## src/rtl/clkrate_pkg.sv

```systemverilog
// Package: clkrate_pkg
// Shared widths and the measurement record passed from the decoder to
// the qualifier. Assumes at most three octave rates plus one base rate,
// so a two-bit class is enough.
package clkrate_pkg;
    localparam int CODE_W = 2;

    typedef logic [CODE_W-1:0] rate_code_t;

    // One measurement: strobe marks the sync edge that ends a period
    typedef struct packed {
        logic       strobe;
        logic       legal;
        rate_code_t cls;
    } meas_t;
endpackage

```

## src/rtl/clkrate_edge.sv

```systemverilog
// Module: clkrate_edge
// Finds rising edges of the frame-sync input. Assumes fsync is already
// synchronous to clk, so one register stage is enough for the edge.
module clkrate_edge (
    input  logic clk,
    input  logic rst_n,
    input  logic fsync,
    output logic fs_rise
);
    logic fs_q;

    // Keep last sampled level of the sync input
    always_ff @(posedge clk) begin
        if (!rst_n) fs_q <= 1'b0;
        else        fs_q <= fsync;
    end

    // Rising edge: high now, low at previous edge
    always_comb fs_rise = fsync & ~fs_q;
endmodule

```

## src/rtl/clkrate_period.sv

```systemverilog
// Module: clkrate_period
// Counts clock cycles since the last sync edge. A sync edge while armed
// emits a measurement strobe carrying the count. A period that reaches
// OVF_LIMIT without an edge raises a one-cycle overflow event and disarms
// the counter, so the next edge only restarts timing.
module clkrate_period #(
    parameter int OVF_LIMIT = 1100,
    parameter int CNT_W     = $clog2(OVF_LIMIT + 1)
) (
    input  logic             clk,
    input  logic             rst_n,
    input  logic             fs_rise,
    output logic [CNT_W-1:0] count,
    output logic             meas_strobe,
    output logic             ovf_evt
);
    localparam logic [CNT_W-1:0] LIMIT_C = CNT_W'(OVF_LIMIT);

    logic [CNT_W-1:0] cnt;
    logic             armed;

    // Overflow: limit reached with no edge in this cycle
    always_comb ovf_evt = armed & ~fs_rise & (cnt == LIMIT_C);

    // Measurement only when a previous edge gave a reference
    always_comb meas_strobe = fs_rise & armed;

    always_comb count = cnt;

    // Cycle counter: restart on edge, drop reference on overflow
    always_ff @(posedge clk) begin
        if (!rst_n) begin
            cnt   <= '0;
            armed <= 1'b0;
        end else if (fs_rise) begin
            cnt   <= CNT_W'(1);
            armed <= 1'b1;
        end else if (ovf_evt) begin
            cnt   <= '0;
            armed <= 1'b0;
        end else if (armed) begin
            cnt   <= cnt + CNT_W'(1);
        end
    end

    // Counter never runs past the timeout limit
    assert_no_overflow_R7: assert property (@(posedge clk) disable iff (!rst_n)
        cnt <= LIMIT_C);

    // After a timeout the following edge must not produce a measurement
    assert_ovf_rearm_R7: assert property (@(posedge clk) disable iff (!rst_n)
        ovf_evt |=> !meas_strobe);
endmodule

```

## src/rtl/clkrate_decode.sv

```systemverilog
// Module: clkrate_decode
// Maps a measured cycle count onto a rate class. The octave rates are
// CPF_FULL >> k for k = 0..NUM_OCT-1 and take class NUM_OCT-k. The two
// base-rate counts take class 0. Any other count is illegal.
module clkrate_decode
    import clkrate_pkg::*;
#(
    parameter int CPF_FULL = 1024,
    parameter int NUM_OCT  = 3,
    parameter int CPF_B_LO = 192,
    parameter int CPF_B_HI = 193,
    parameter int CNT_W    = 11
) (
    input  logic [CNT_W-1:0] count,
    input  logic             strobe,
    output meas_t            meas
);
    logic [NUM_OCT-1:0] oct_hit;
    logic               base_hit;

    // One comparator per octave rate
    for (genvar g = 0; g < NUM_OCT; g++) begin : g_oct
        assign oct_hit[g] = (count == CNT_W'(CPF_FULL >> g));
    end

    // Base rate accepts either frame length
    always_comb base_hit = (count == CNT_W'(CPF_B_LO)) || (count == CNT_W'(CPF_B_HI));

    // Build the measurement record from the comparator hits
    always_comb begin
        meas.strobe = strobe;
        meas.legal  = base_hit;
        meas.cls    = '0;
        for (int i = 0; i < NUM_OCT; i++) begin
            if (oct_hit[i]) begin
                meas.legal = 1'b1;
                meas.cls   = CODE_W'(NUM_OCT - i);
            end
        end
    end
endmodule

```

## src/rtl/clkrate_qualify.sv

```systemverilog
// Module: clkrate_qualify
// Holds the candidate class and the accepted code. A legal measurement
// confirms the code when it matches the candidate. An illegal measurement
// or a timeout flags an error and drops the candidate. Assumes at most one
// of strobe and overflow in a cycle.
module clkrate_qualify
    import clkrate_pkg::*;
(
    input  logic       clk,
    input  logic       rst_n,
    input  meas_t      meas,
    input  logic       ovf_evt,
    output rate_code_t rate_code,
    output logic       rate_valid,
    output logic       rate_err
);
    rate_code_t cand;
    logic       cand_ok;
    logic       good_evt;
    logic       bad_evt;

    // Classify the current event
    always_comb begin
        good_evt = meas.strobe & meas.legal;
        bad_evt  = (meas.strobe & ~meas.legal) | ovf_evt;
    end

    // Candidate, code and flag update on measurement or timeout
    always_ff @(posedge clk) begin
        if (!rst_n) begin
            cand       <= '0;
            cand_ok    <= 1'b0;
            rate_code  <= '0;
            rate_valid <= 1'b0;
            rate_err   <= 1'b0;
        end else if (good_evt) begin
            rate_err <= 1'b0;
            cand     <= meas.cls;
            cand_ok  <= 1'b1;
            if (cand_ok && (cand == meas.cls)) begin
                rate_code  <= meas.cls;
                rate_valid <= 1'b1;
            end
        end else if (bad_evt) begin
            rate_err <= 1'b1;
            cand_ok  <= 1'b0;
        end
    end

    // Outputs hold when neither a measurement nor a timeout occurs
    assert_quiet_R8: assert property (@(posedge clk) disable iff (!rst_n)
        !(meas.strobe || ovf_evt) |=> $stable(rate_code) && $stable(rate_valid) && $stable(rate_err));

    // Bad measurement keeps code and valid, and flags an error
    assert_hold_code_R5: assert property (@(posedge clk) disable iff (!rst_n)
        ((meas.strobe && !meas.legal) || ovf_evt) |=> $stable(rate_code) && $stable(rate_valid) && rate_err);

    // Valid can only rise from a legal measurement
    assert_valid_source_R3: assert property (@(posedge clk) disable iff (!rst_n)
        $rose(rate_valid) |-> $past(meas.strobe && meas.legal));

    // Error clears on a legal measurement
    assert_err_clear_R6: assert property (@(posedge clk) disable iff (!rst_n)
        (meas.strobe && meas.legal) |=> !rate_err);
endmodule

```

## src/rtl/clkrate_detect.sv

```systemverilog
// Module: clkrate_detect
// Top level of the bit-clock rate classifier: edge finder, period
// counter, count decoder and two-frame qualifier. Assumes fsync is
// synchronous to clk and low for at least one cycle between pulses.
module clkrate_detect
    import clkrate_pkg::*;
#(
    parameter int CPF_FULL  = 1024,
    parameter int NUM_OCT   = 3,
    parameter int CPF_B_LO  = 192,
    parameter int CPF_B_HI  = 193,
    parameter int OVF_LIMIT = 1100
) (
    input  logic              clk,
    input  logic              rst_n,
    input  logic              fsync,
    output logic [CODE_W-1:0] rate_code,
    output logic              rate_valid,
    output logic              rate_err
);
    localparam int CNT_W = $clog2(OVF_LIMIT + 1);

    logic             fs_rise;
    logic [CNT_W-1:0] count;
    logic             meas_strobe;
    logic             ovf_evt;
    meas_t            meas;

    clkrate_edge u_edge (
        .clk     (clk),
        .rst_n   (rst_n),
        .fsync   (fsync),
        .fs_rise (fs_rise)
    );

    clkrate_period #(
        .OVF_LIMIT (OVF_LIMIT),
        .CNT_W     (CNT_W)
    ) u_period (
        .clk         (clk),
        .rst_n       (rst_n),
        .fs_rise     (fs_rise),
        .count       (count),
        .meas_strobe (meas_strobe),
        .ovf_evt     (ovf_evt)
    );

    clkrate_decode #(
        .CPF_FULL (CPF_FULL),
        .NUM_OCT  (NUM_OCT),
        .CPF_B_LO (CPF_B_LO),
        .CPF_B_HI (CPF_B_HI),
        .CNT_W    (CNT_W)
    ) u_decode (
        .count  (count),
        .strobe (meas_strobe),
        .meas   (meas)
    );

    clkrate_qualify u_qualify (
        .clk        (clk),
        .rst_n      (rst_n),
        .meas       (meas),
        .ovf_evt    (ovf_evt),
        .rate_code  (rate_code),
        .rate_valid (rate_valid),
        .rate_err   (rate_err)
    );

    // Reset state holds one cycle after reset is seen
    assert_reset_state_R1: assert property (@(posedge clk)
        !rst_n |=> (rate_code == '0) && !rate_valid && !rate_err);
endmodule

```

## config.mk

```make
export PLATFORM = sky130hd
export DESIGN_NAME = clkrate_detect
export DESIGN_NICKNAME = d
export VERILOG_FILES = /design/src/rtl/clkrate_pkg.sv /design/src/rtl/clkrate_edge.sv /design/src/rtl/clkrate_period.sv /design/src/rtl/clkrate_decode.sv /design/src/rtl/clkrate_qualify.sv /design/src/rtl/clkrate_detect.sv
export SDC_FILE = /design/constraint.sdc
export NUM_CORES = 1
export LEC_CHECK = 0
export ABC_AREA = 1
export BUFFER_PORTS_ARGS = -buffer_cell sky130_fd_sc_hd__buf_2
export CAP_MARGIN = 15
export CORE_MARGIN = 2
export CORE_UTILIZATION = 45
export CTS_BUF_LIST = sky130_fd_sc_hd__clkbuf_2
export DETAILED_ROUTE_END_ITERATION = 7
export PLACE_DENSITY = 0.63
export SLEW_MARGIN = 0
export SYNTH_ARGS = -nofsm -noshare
export SYNTH_HDL_FRONTEND = slang
export SYNTH_HIERARCHICAL = 1
export SYNTH_SLANG_ARGS = --single-unit
```

## constraint.sdc

```tcl
create_clock -name clk -period 1.3 [get_ports clk]
set_input_delay 0 -clock clk [delete_from_list [all_inputs] [get_ports clk]]
set_output_delay 0 -clock clk [all_outputs]
set_load 0.1 [all_outputs]
```

## After elaboration in Yosys (flattened, before gate mapping)

Index checks and enable logic that the tools add are counted.

- Output and inout bits: 4
- Bits in writable memories: 0
- Register bits: 20
- Memory bits (read-only): 0
- Bits in latches: 0
- Memories: 0
- Logic and storage cells: 46
- Input bits: 3

- Shift-type cells: 0
- Eq/ne operators: 7
- Bitwise logic cells: 11
- Divide/modulo/power cells: 0
- Muxes and demuxes: 10
- Add/subtract/negate cells: 1
- Order comparisons: 0
- Reduce and logical (&&, ||, !) cells: 8
- Multipliers: 0

Operators by type and width:

| kind | number |
|---|---|
| $eq A11 B11 Y1 const B | 2 |
| $eq A11 B8 Y1 const B | 2 |
| $add A11 B1 Y11 const B | 1 |
| $eq A11 B10 Y1 const B | 1 |
| $eq A11 B9 Y1 const B | 1 |
| $mux W3 | 3 |
| $mux W1 | 7 |
| $and A1 B1 Y1 | 6 |
| $not A1 Y1 | 4 |
| $reduce_bool A2 Y1 | 2 |
| $reduce_bool A3 Y1 | 1 |
| $reduce_or A3 Y1 | 1 |
| $eq A2 B2 Y1 | 1 |
| $reduce_and A2 Y1 | 1 |
| $reduce_or A2 Y1 | 1 |
| $logic_and A1 B1 Y1 | 1 |
| $logic_or A1 B1 Y1 | 1 |
| $or A1 B1 Y1 | 1 |

## Longest topological paths before layout

Gate-level depths: netlist (run 1).

- Depth after elaboration: 10
- Gate-level depth with buffers: 12
- Mapped depth without buffers: 12

## Modules after synthesis

Netlist (run 1), hierarchy kept.

Modules (own cells, without submodules):

| module | cells each | times used | seq. area each (um^2) | area each (um^2) |
|---|---|---|---|---|
| clkrate_period | 87 | 1 | 240.2 | 643.1 |
| clkrate_qualify | 45 | 1 | 140.1 | 317.8 |
| clkrate_decode | 29 | 1 | 0.0 | 127.6 |
| clkrate_edge | 5 | 1 | 20.0 | 37.5 |

## Worst setup path before layout (run 1)

OpenSTA, ideal clock, no wires.

- Path kind: register -> register
- Start: register u_period.cnt[0] (netlist: u_period/count[0])
- End: register u_qualify.cand_ok
- Arrival: 1.171 ns
- Library setup time: 0.120 ns
- Slack: 0.010 ns
- Required time: 1.180 ns
- Cell stages (with the launch flop): 10
- Path through: dfxtp_1 > inv_1 > ha_1 > nand2_1 > nor2_1 > nand3_1 > nor3_1 > nor2_1 > nand2_1 > a21oi_1

RTL lines:

| item | line | RTL |
|---|---|---|
| start, declared | clkrate_period.sv:19 | `logic [CNT_W-1:0] cnt;` |
| start signal, assigned | clkrate_period.sv:42 | `cnt <= cnt + CNT_W'(1);` |
| $eq A11 B11 Y1 | clkrate_period.sv:23 | `always_comb ovf_evt = armed & ~fs_rise & (cnt == LIMIT_C);` |
| $and A1 B1 Y1 | clkrate_period.sv:23 |  |
| net ovf_evt | clkrate_detect.sv:26 | `logic ovf_evt;` |
| $or A1 B1 Y1 | clkrate_qualify.sv:25 | `bad_evt = (meas.strobe & ~meas.legal) \| ovf_evt;` |
| $reduce_bool A2 Y1 (no line) | -- |  |
| end signal, assigned | clkrate_qualify.sv:32 | `cand_ok <= 1'b0;` |
| end signal, assigned | clkrate_qualify.sv:39 | `cand_ok <= 1'b1;` |
| end signal, assigned | clkrate_qualify.sv:46 | `cand_ok <= 1'b0;` |
| end, declared | clkrate_qualify.sv:18 | `logic cand_ok;` |

The timed path passes the listed nets, and every way through them passes these cells.
A chain may end at the register's enable or synchronous reset.

## Final worst setup path (run 1)

- Start: register u_period.cnt[0] (netlist: u_period/count[0])
- End: register u_period.cnt[3] (netlist: u_period/count[3])

- Word-level cells in the longest chain between the ends: 3

Ends and longest elaborated chain:

| item |
|---|
| branches (longest 3 deep; another with $add A11 B1 Y11) |

Several ways; the timed one is not identified.

==> results of run 1 <==
[path summary, 6_finish.rpt]
check	endpoint	slack [ns]	cells after the start
max	u_period/count[3]	-0.12	8
max reg2reg	u_period/count[3]	-0.12	8
min reg2reg	u_qualify/rate_code[1]	0.46	2
min	u_qualify/rate_code[1]	0.46	2
[power by group]
part,internal (mW),leakage [nW],switching (mW),total [mW]
Sequential,0.621,0.168,0.0158,0.637
Clock,0.0669,0.0140,0.185,0.251
Combinational,0.0750,0.540,0.0930,0.168
[repair_timing]
item / CTS / global route
setup endpoints to repair: 18 / 19
hold buffers: 3 / 0
gates cloned: 0 / 1
gates resized for setup: 11 / 55
setup buffers: 2 / 4
endpoints found under the hold margin: 10 / 0
pin swaps: 6 / 22
[kinds of logic (layout without fill, tap and decap cells)]
kind of cell / after synthesis / after routing / synth area share (%)
DFF: 20 / 20 / 35.6
and+or+nand+nor: 93 / 93 / 38.4
adders and majority gates: 2 / 2 / 2.22
xor gates and xnor gates: 6 / 6 / 4.67
buffers and inverters: 31 / 66 / 11.3
AOI/OAI and AO/OA: 14 / 14 / 7.78
[worst max-delay path, stage by stage, from the launching register on]
cell,delay [ns]
dfxtp_4,0.41
inv_4,0.06
ha_4,0.14
nand2_4,0.05
nor2_4,0.10
nand3_4,0.11
o21ai_4,0.24
clkbuf_16,0.19
nor3_2,0.04
[per-layer routing]
layer  wire length [um]  GRT usage (%)  up-vias
met5                  0              0        -
met4                 36           7.50        0
met3                 71           2.50        6
met2               1480           32.5       22
met1               1160           22.2      534
li1                   -              -      571
[cell usage after synthesis (2+ instances only)]
master / count / area (um2)
a21oi_1: 9 / 45.0
dfxtp_1: 20 / 400
ha_1: 2 / 25.0
inv_1: 29 / 109
nand2_1: 41 / 154
nand3_1: 6 / 30.0
nand3_2: 2 / 20.0
nand3b_1: 2 / 15.0
nand4_1: 2 / 12.5
nor2_1: 25 / 93.8
nor2_2: 4 / 25.0
nor2_4: 3 / 33.8
nor3_1: 5 / 25.0
o21ai_0: 2 / 10.0
xor2_1: 6 / 52.6
[area by class of cell]
cell class	count	area share (%)
clock buffer	3	0.902
clock inverter	1	0.226
inverter	29	6.84
multi-input combinational	115	47.1
sequential	20	25.3
tap	30	2.26
timing repair buffer	33	17.4
[layout by cell type, fill, tap and decap left out, types with 4 or more instances in the layout]
master / count
a21oi_1: 6
buf_6: 5
dfxtp_2: 7
buf_4: 17
xor2_1: 4
nor2_4: 8
nand2_4: 4
nand2_2: 4
nor2_2: 11
buf_2: 6
a21oi_2: 4
nand3_1: 4
inv_1: 27
nand2_1: 35
nor2_1: 13
dfxtp_1: 10
[per-stage QoR]
stage               hold WS (ns)  utilization (%)  cell area (um2)  setup slack (ns)
floorplan                 0.0935                -             1130           0.00965
detailed placement         0.206             54.1             1320            -0.133
finish                     0.455             68.4             1660            -0.124
CTS                        0.459             58.0             1410           -0.0962
global placement           0.190             54.1             1320            -0.128
global route               0.479             68.4             1660            -0.272
[registers in the layout, summed over array words and instances, names as in the netlist]
signal and cells:
u_qualify/rate_err 1, u_edge/fs_q 1, u_period/armed 1, u_qualify/rate_valid 1, u_qualify/cand_ok 1, u_qualify/cand 2
u_period/count 11, u_qualify/rate_code 2
==> out/qor.yml, run 1 <==
outcome:
  status: "finished with violations"
  violations: "setup timing"
logic_synthesis:
  ys.flop_type: "dfxtp_1"
  synth_warnings: 6
  synth_area_mm2: 0.00113
  ys_ff_latch: 20
  synth_edf_count: 0
  avgSynthCellArea_um2: 6.78
  synth_nets: 171
  synth_cells: 166
  async_flop_share_pct: 0
  seq_area_frac_synth_pct: 35.6
  ys_types: 23
power:
  leakagePower_nw: 0.721
  power_mw: 1.06
  power_density_mw_per_mm2: 635
  vdd_drop_max_v: 0.000645
routing:
  vias: 1133
  post_drt_wl_per_cell_um: 11.9
  post-route-drc-count: 0
  drtIter0Drc: 21
  vias_per_cell: 4.90
  antenna_left: 0
  drt-total-wl_mm: 2.75
  first_pass_iters: 4
sta:
  slew_headroom_pct: 67.9
  hold_violations: 0
  setup_viol: 15
  finalCritPeriodShare_pct: 110
  worstMarginPinSlew_ns: 0.486
  rsz0062_at_grt: "yes"
  slew_violations: 0
  setup_ws_ns: -0.124
  finClkSkew_ns: 0.00908
  finalSetupTns_ns: -1.39
  fmaxAchievable_mhz: 702
  finalCriticalPeriod_ns: 1.42
finish:
  n_fill_cell: 190
  multi_input_area_um2: 785
  antenna_cells: 0
  final_cells: 231
  fin_nets: 207
  drive_gt1_share_pct: 44.3
  ff_latch_area_um2: 420
  area_delta_synth_final_pct: 47.8
job:
  max-cap-violations: 0
worst_setup_path:
  crit_path_start_kind: "flip-flop"
  r2r_start: "u_period/count[0]"
  cp.arrival_ns: 1.65
  worst-setup-path-type: "flip-flop to flip-flop"
  cp.required_ns: 1.52
  crit_start: "u_period/count[0]"
  end_kind: "flip-flop"
  worstPathMaxFanout: 5
global_routing:
  antenna_found_initial: 0
  grt_use_total_pct: 18.4
  grt_pass1_vias: 985
  overflow: 0
  grt_max_degree: 12
  grt_pass1_wl_mm: 3.92
place:
  placedCellCount: 217
  hpwlAfterDp_mm: 1.74
  place.gp.congestion: 0.809
  io_buffers: 6
die:
  start_util_pct: 46.3
  rows: 18
  die_area_mm2: 0.00292
  die_w_um: 54.0
  die_h_um: 54.0
  io_pins: 7
  coreArea_mm2: 0.00243
clock_network:
  cts_buffers: 3
  cts_max_path_buffers: 2
  cts_sinks: 20
  cts_tree: "done"
  clk_latency_ns: 0.31
  path_clk_slew_ns: 0.19
  htreeDepth: 1
  cts_root_buf: "clkbuf_2"
min_path:
  min_from: "u_qualify/rate_code[1]"
  hold_class: "flip-flop to flip-flop"
Power figures use the tool's default switching activity.
==> run 2: changes to the inputs <==
--- a/config.mk
+++ b/config.mk
@@ -8,7 +8,6 @@
 export ABC_AREA = 1
 export BUFFER_PORTS_ARGS = -buffer_cell sky130_fd_sc_hd__buf_2
 export CAP_MARGIN = 15
-export CORE_MARGIN = 2
 export CORE_UTILIZATION = 45
 export CTS_BUF_LIST = sky130_fd_sc_hd__clkbuf_2
 export DETAILED_ROUTE_END_ITERATION = 7
==> run 2 against run 1 <==
The flow still finishes with violations (setup timing). Clock power about the same. Wire length down 6.6%. Highest routed layer unchanged. Global-route usage is 2.2 points higher. Critical path depth is 4 higher. Core utilization fell by 0.80 points. Combinational power decreased by 12%. Largest power group unchanged. Total power shrank 2.4%. Sequential share of layout area is 2.2 points higher. Critical endpoint is now u_qualify/rate_code[0]. Sequential cell count unchanged. First-iteration DRC count did not move. Fmax shrank 3.1%.
==> out/qor.yml, run 2 (same netlist as run 1, synthesis figures left out) <==
worst_setup_path:
  cp.arrival_ns: 1.70  # was 1.65 ns
  cp.required_ns: 1.53  # was 1.52 ns
  worstPathMaxFanout: 3  # was 5
  crit_path_start_kind: "flip-flop"  # unchanged
  worst-setup-path-type: "flip-flop to flip-flop"  # unchanged
  end_kind: "flip-flop"  # unchanged
job:
  max-cap-violations: 0  # unchanged
outcome:
  violations: "setup timing"  # unchanged
  status: "finished with violations"  # unchanged
sta:
  worstMarginPinSlew_ns: 0.485  # was 0.486 ns
  slew_violations: 0  # unchanged
  finalCriticalPeriod_ns: 1.47  # was 1.42 ns
  setup_ws_ns: -0.170  # was -0.124 ns
  whs_ns: 0.450  # was 0.455 ns
  rsz0062_at_grt: "yes"  # unchanged
  setup_viol: 16  # was 15
  finalCritPeriodShare_pct: 113  # was 110%
  finClkSkew_ns: 0.0179  # was 0.00908 ns
  hold_violations: 0  # unchanged
  fmaxAchievable_mhz: 680  # was 702 MHz
  slew_headroom_pct: 67.9  # about the same
power:
  p_seq_share_pct: 61.4  # was 60.3%
  combPwrFrac_pct: 14.3  # was 15.9%
  clkPwrFrac_pct: 24.4  # was 23.8%
  power_density_mw_per_mm2: 670  # was 635 mW/mm2
  p_int_mw: 0.747  # was 0.763 mW
  sw_frac_of_total_pct: 27.6  # was 27.8%
  netSwitchingPower_mw: 0.285  # was 0.293 mW
  vdd_drop_max_v: 0.000486  # was 0.000645 V
  leakagePower_nw: 0.656  # was 0.721 nW
  power_mw: 1.03  # was 1.06 mW
finish:
  antenna_cells: 0  # unchanged
  drive_gt1_share_pct: 40.4  # was 44.3%
  largest_reg_flops: 11  # unchanged
  final_cells: 226  # was 231
  final_area_mm2: 0.00154  # was 0.00166 mm2
  fin_nets: 205  # was 207
  n_fill_cell: 188  # was 190
  layout_common_cells: "nand2_1 (31), inv_1 (27), buf_4 (21)"  # was nand2_1 (35), inv_1 (27), buf_4 (17)
  layout_commonest_cell: "nand2_1"  # unchanged
  area_delta_synth_final_pct: 36.7  # was 47.8%
  finish.utilization_pct: 67.6  # was 68.4%
global_routing:
  grt_pass1_vias: 986  # was 985
  grt_use_total_pct: 20.6  # was 18.4%
  antenna_found_initial: 0  # unchanged
  overflow: 0  # unchanged
  grt_pass1_wl_mm: 4.05  # was 3.92 mm
  grt_max_degree: 11  # was 12
place:
  placedCellCount: 215  # was 217
  io_buffers: 6  # unchanged
  place.gp.congestion: 0.855  # was 0.809
  hpwlAfterDp_mm: 1.79  # was 1.74 mm
  place_area_mm2: 0.00130  # was 0.00132 mm2
routing:
  drt-total-wl_mm: 2.57  # was 2.75 mm
  vias_per_cell: 4.66  # was 4.90
  antenna_left: 0  # unchanged
  post_drt_wl_per_cell_um: 11.3  # was 11.9 um
  post-route-drc-count: 0  # unchanged
  drtIter0Drc: 21  # unchanged
  first_pass_iters: 4  # unchanged
  vias: 1054  # was 1133
die:
  die_w_um: 52.0  # was 54.0 um
  io_pins: 7  # unchanged
  die_h_um: 52.0  # was 54.0 um
  die_area_mm2: 0.00271  # was 0.00292 mm2
  start_util_pct: 49.5  # was 46.3%
  coreArea_mm2: 0.00228  # was 0.00243 mm2
  rows: 17  # was 18
clock_network:
  cts_sinks: 20  # unchanged
  clk_latency_ns: 0.32  # was 0.31 ns
  cts_max_path_buffers: 2  # unchanged
  cts_root_buf: "clkbuf_2"  # unchanged
  cts_buffers: 3  # unchanged
  htreeDepth: 1  # unchanged
  cts_tree: "done"  # unchanged
  path_clk_slew_ns: 0.20  # was 0.19 ns
min_path:
  hold_class: "flip-flop to flip-flop"  # unchanged
==> run 2: cell count changes in the layout (fill, tap and decap cells not counted), sizes merged <==
cell,change
clkinv,-1
buf,-1
clkbuf,-1
==> run 2: metrics by stage <==
stage          setup slack, ns  TNS, ns
2_1_floorplan          0.00965        0
3_3_place_gp            -0.190    -2.07
3_5_place_dp            -0.187    -2.09
4_1_cts                 -0.113    -1.44
5_1_grt                 -0.264    -2.91
6_report                -0.170    -1.58
==> run 2: metal layers <==
| layer | up-vias | global-route usage, % | part of all wire [%] |
|---|---|---|---|
| met4 | 0 | 4.05 | 0.94 |
| li1 | 568 | - | - |
| met1 | 467 | 27.1 | 48 |
| met5 | - | 0 | 0 |
| met2 | 15 | 32.9 | 49 |
| met3 | 4 | 6.14 | 2.5 |
==> run 2: path summary, 6_finish.rpt <==
check | from | cells after the start | slack, ns | end
worst max-delay path | u_period/count[0] | 12 | -0.17 | u_qualify/rate_code[0]
worst min register to register | u_qualify/rate_code[1] | 2 | 0.45 | u_qualify/rate_code[1]
worst max register to register | u_period/count[0] | 12 | -0.17 | u_qualify/rate_code[0]
worst min-delay path | u_qualify/rate_code[1] | 2 | 0.45 | u_qualify/rate_code[1]
==> run 2: area by class of cell <==
| class | instances | area (um2) | share of cell area (%) |
|---|---|---|---|
| sequential | 20 | 423 | 27.5 |
| timing repair buffer | 31 | 238 | 15.4 |
| multi-input combinational | 115 | 719 | 46.7 |
| tap | 28 | 35.0 | 2.28 |
| clock buffer | 3 | 15.0 | 0.976 |
| inverter | 29 | 109 | 7.07 |
==> run 2: power groups by stage <==
stage                     clock, mW  sequential (mW)  combinational [mW]
after floorplan                   0            0.657              0.0637
after global placement            0            0.648               0.105
after detailed placement          0            0.648               0.106
after CTS                     0.267            0.637               0.125
after global routing          0.298            0.635               0.163
final                         0.251            0.633               0.147
==> run 2: repair_timing <==
action	in CTS	in global routing
resized for setup	15	34
pin swaps	2	15
buffers inserted	3	2
hold buffers	3	0
hold endpoints to repair	10	0
endpoints found under the setup margin	17	19
==> run 2: critical path: stages (launching register included) <==
cell	delay, ns
dfxtp_2	0.39
nor2_4	0.11
nand2_2	0.07
nor2_4	0.13
nand2_1	0.09
nor2_2	0.15
inv_1	0.06
nand2_2	0.07
nand2_2	0.08
nand3_4	0.10
nand2_2	0.05
inv_2	0.04
nor2_1	0.03
==> run 3: changes to the inputs <==
--- a/config.mk
+++ b/config.mk
@@ -11,7 +11,7 @@
 export CORE_UTILIZATION = 45
 export CTS_BUF_LIST = sky130_fd_sc_hd__clkbuf_2
 export DETAILED_ROUTE_END_ITERATION = 7
-export PLACE_DENSITY = 0.63
+export PLACE_DENSITY = 0.61
 export SLEW_MARGIN = 0
 export SYNTH_ARGS = -nofsm -noshare
 export SYNTH_HDL_FRONTEND = slang
==> constraint.sdc (replaced) <==
create_clock -name clk -period 1.45 [get_ports clk]
set_input_delay 0 -clock clk [delete_from_list [all_inputs] [get_ports clk]]
set_output_delay 0 -clock clk [all_outputs]
set_load 0.1 [all_outputs]
==> run 3 against run 2 <==
The flow now finishes without violations. Cell count shrank 4.0%. Setup slack better by 0.23 ns. Register-to-register slack improved by 0.23 ns. Non-clock buffer count is 10 lower. Clock power is 67% higher. Sequential share of layout area grew 1.4 points. Via count shrank 3.0%. Critical path depth is 4 lower. Critical path type unchanged.
==> out/qor.yml, run 3 (same netlist as run 1, synthesis figures left out) <==
finish:
  fin_nets: 195  # was 205
  drive_gt1_share_pct: 31.7  # was 40.4%
  area_delta_synth_final_pct: 29.4  # was 36.7%
  antenna_cells: 0  # unchanged
  layout_commonest_cell: "nand2_1"  # unchanged
  largest_reg_flops: 11  # unchanged
  layout_common_cells: "nand2_1 (37), inv_1 (27), nor2_1 (20)"  # was nand2_1 (31), inv_1 (27), buf_4 (21)
  final_area_mm2: 0.00146  # was 0.00154 mm2
  final_cells: 217  # was 226
worst_setup_path:
  max_stage_delay_ns: 0.41  # was 0.39 ns
  r2r_start: "u_period/count[0]"  # unchanged
  cp_cell_sequence: "inv_4 -> ha_4 -> nand2_1 -> nor2_2 -> nand3_2 -> o21ai_4 -> buf_12 -> nor3_1"  # was nor2_4 -> nand2_2 -> nor2_4 -> nand2_1 -> nor2_2 -> inv_1 -> nand2_2 -> nand2_2 -> nand3_4 -> nand2_2 -> inv_2 -> nor2_1
  path_buf_inv: 2  # unchanged
  crit_path_top_delay_cell: "dfxtp_4"  # was dfxtp_2
  cp.required_ns: 1.67  # was 1.53 ns
  worst-setup-path-type: "flip-flop to flip-flop"  # unchanged
  cp.depth: 8  # was 12
  crit_path_start_kind: "flip-flop"  # unchanged
  cp_top_family: "flip-flops"  # was simple AND/OR/NAND/NOR gates
  end_kind: "flip-flop"  # unchanged
  r2r_cells: 8  # was 12
  cp.arrival_ns: 1.61  # was 1.70 ns
  crit_start: "u_period/count[0]"  # unchanged
  worstPathMaxFanout: 10  # was 3
routing:
  drt-total-wl_mm: 2.26  # was 2.57 mm
  vias_per_cell: 4.71  # was 4.66
  antenna_left: 0  # unchanged
  vias: 1022  # was 1054
  wl_met1_mm: 1.17  # was 1.22 mm
  drtIter0Drc: 28  # was 21
  wl_met3_um: 51  # was 65 um
  first_pass_iters: 5  # was 4
  post_drt_wl_per_cell_um: 10.4  # was 11.3 um
  wl_met2_mm: 1.02  # was 1.25 mm
  post-route-drc-count: 0  # unchanged
  top_layer_used: "met4"  # unchanged
die:
  die_h_um: 52.0  # unchanged
  die_w_um: 52.0  # unchanged
  coreArea_mm2: 0.00228  # unchanged
  rows: 17  # unchanged
  io_pins: 7  # unchanged
  die_area_mm2: 0.00271  # unchanged
  start_util_pct: 49.5  # unchanged
global_routing:
  antenna_found_initial: 0  # unchanged
  grt_pass1_wl_mm: 3.65  # was 4.05 mm
  grt_use_total_pct: 18.5  # was 20.6%
  grt_max_degree: 13  # was 11
  overflow: 0  # unchanged
  grt_pass1_vias: 859  # was 986
clock_network:
  htreeDepth: 1  # unchanged
  cts_root_buf: "clkbuf_2"  # unchanged
  cts_buffers: 3  # unchanged
  path_clk_slew_ns: 0.22  # was 0.20 ns
  cts_max_path_buffers: 2  # unchanged
  cts_sinks: 20  # unchanged
  clk_latency_ns: 0.32  # about the same
  cts_tree: "done"  # unchanged
sta:
  worstMarginPinSlew_ns: 0.489  # was 0.485 ns
  finalCriticalPeriod_ns: 1.39  # was 1.47 ns
  slew_headroom_pct: 67.6  # was 67.9%
  rsz0062_at_grt: "yes"  # unchanged
  hold_violations: 0  # unchanged
  fmaxAchievable_mhz: 718  # was 680 MHz
  finClkSkew_ns: 0.0176  # was 0.0179 ns
  finalCritPeriodShare_pct: 96.0  # was 113%
  finalSetupTns_ns: 0  # was -1.58 ns
  setup_viol: 0  # was 16
  slew_violations: 0  # unchanged
outcome:
  status: "finished, final reports clean"  # was finished with violations
place:
  hpwlAfterDp_mm: 1.64  # was 1.79 mm
  placedCellCount: 205  # was 215
  place.gp.congestion: 0.833  # was 0.855
  place_area_mm2: 0.00122  # was 0.00130 mm2
  io_buffers: 6  # unchanged
min_path:
  hold_depth: 2  # unchanged
  min_from: "u_qualify/rate_valid"  # was u_qualify/rate_code[1]
  hold_class: "flip-flop to flip-flop"  # unchanged
power:
  vdd_drop_max_v: 0.000511  # was 0.000486 V
  power_density_mw_per_mm2: 762  # was 670 mW/mm2
  power_mw: 1.11  # was 1.03 mW
  leakagePower_nw: 0.615  # was 0.656 nW
job:
  max-cap-violations: 0  # unchanged
[run 3: worst paths after layout]
kind	slack (ns)	endpoint
setup / recovery	0.06	u_period/count[3]
hold / removal	0.46	u_qualify/rate_valid
setup reg to reg	0.06	u_period/count[3]
hold reg to reg	0.46	u_qualify/rate_valid
[run 3: stage by stage]
| step | setup slack (ns) | utilization (%) | hold slack [ns] |
|---|---|---|---|
| 6_report | 0.0582 | 64.0 | 0.461 |
| 4_1_cts | 0.00814 | 59.0 | 0.462 |
| 3_3_place_gp | -0.0711 | 53.8 | 0.192 |
| 3_5_place_dp | -0.0759 | 53.8 | 0.200 |
| 2_1_floorplan | 0.160 | - | 0.0935 |
| 5_1_grt | -0.0438 | 64.0 | 0.488 |
[run 3: worst register-to-register path, stage by stage (launching register included)]
cell and delay [ns]:
dfxtp_4 0.41, inv_4 0.07, ha_4 0.13, nand2_1 0.06, nor2_2 0.12, nand3_2 0.14, o21ai_4 0.18, buf_12 0.14
nor3_1 0.05
[run 3: cell type report]
type / instances / area, um2
repair buffers: 21 / 166
inverters: 29 / 111
fillers: 198 / 818
clock buffers: 3 / 15.0
flip-flops and latches: 20 / 422
multi-input cells: 115 / 678
clock inverters: 1 / 30.0
well taps: 28 / 35.0
[run 3: metal layers]
metal	vias up	GRT usage, %
met2	12	28.4
li1	558	-
met1	450	25.4
met3	2	2.92
met4	0	8.11
met5	-	0
[run 3: power by group]
group	leakage, nW	internal [mW]	switching (mW)	total [mW]
clock	0.0266	0.238	0.182	0.420
sequential	0.167	0.555	0.0141	0.569
combinational	0.421	0.0532	0.0682	0.121
total	0.615	0.846	0.265	1.11
[run 3: what timing repair did]
item,in CTS,in global routing
setup buffers,3,2
hold buffers,3,0
gates resized for setup,3,35
endpoints found under the setup margin,12,17
hold endpoints to repair,10,0
pin swaps,2,14
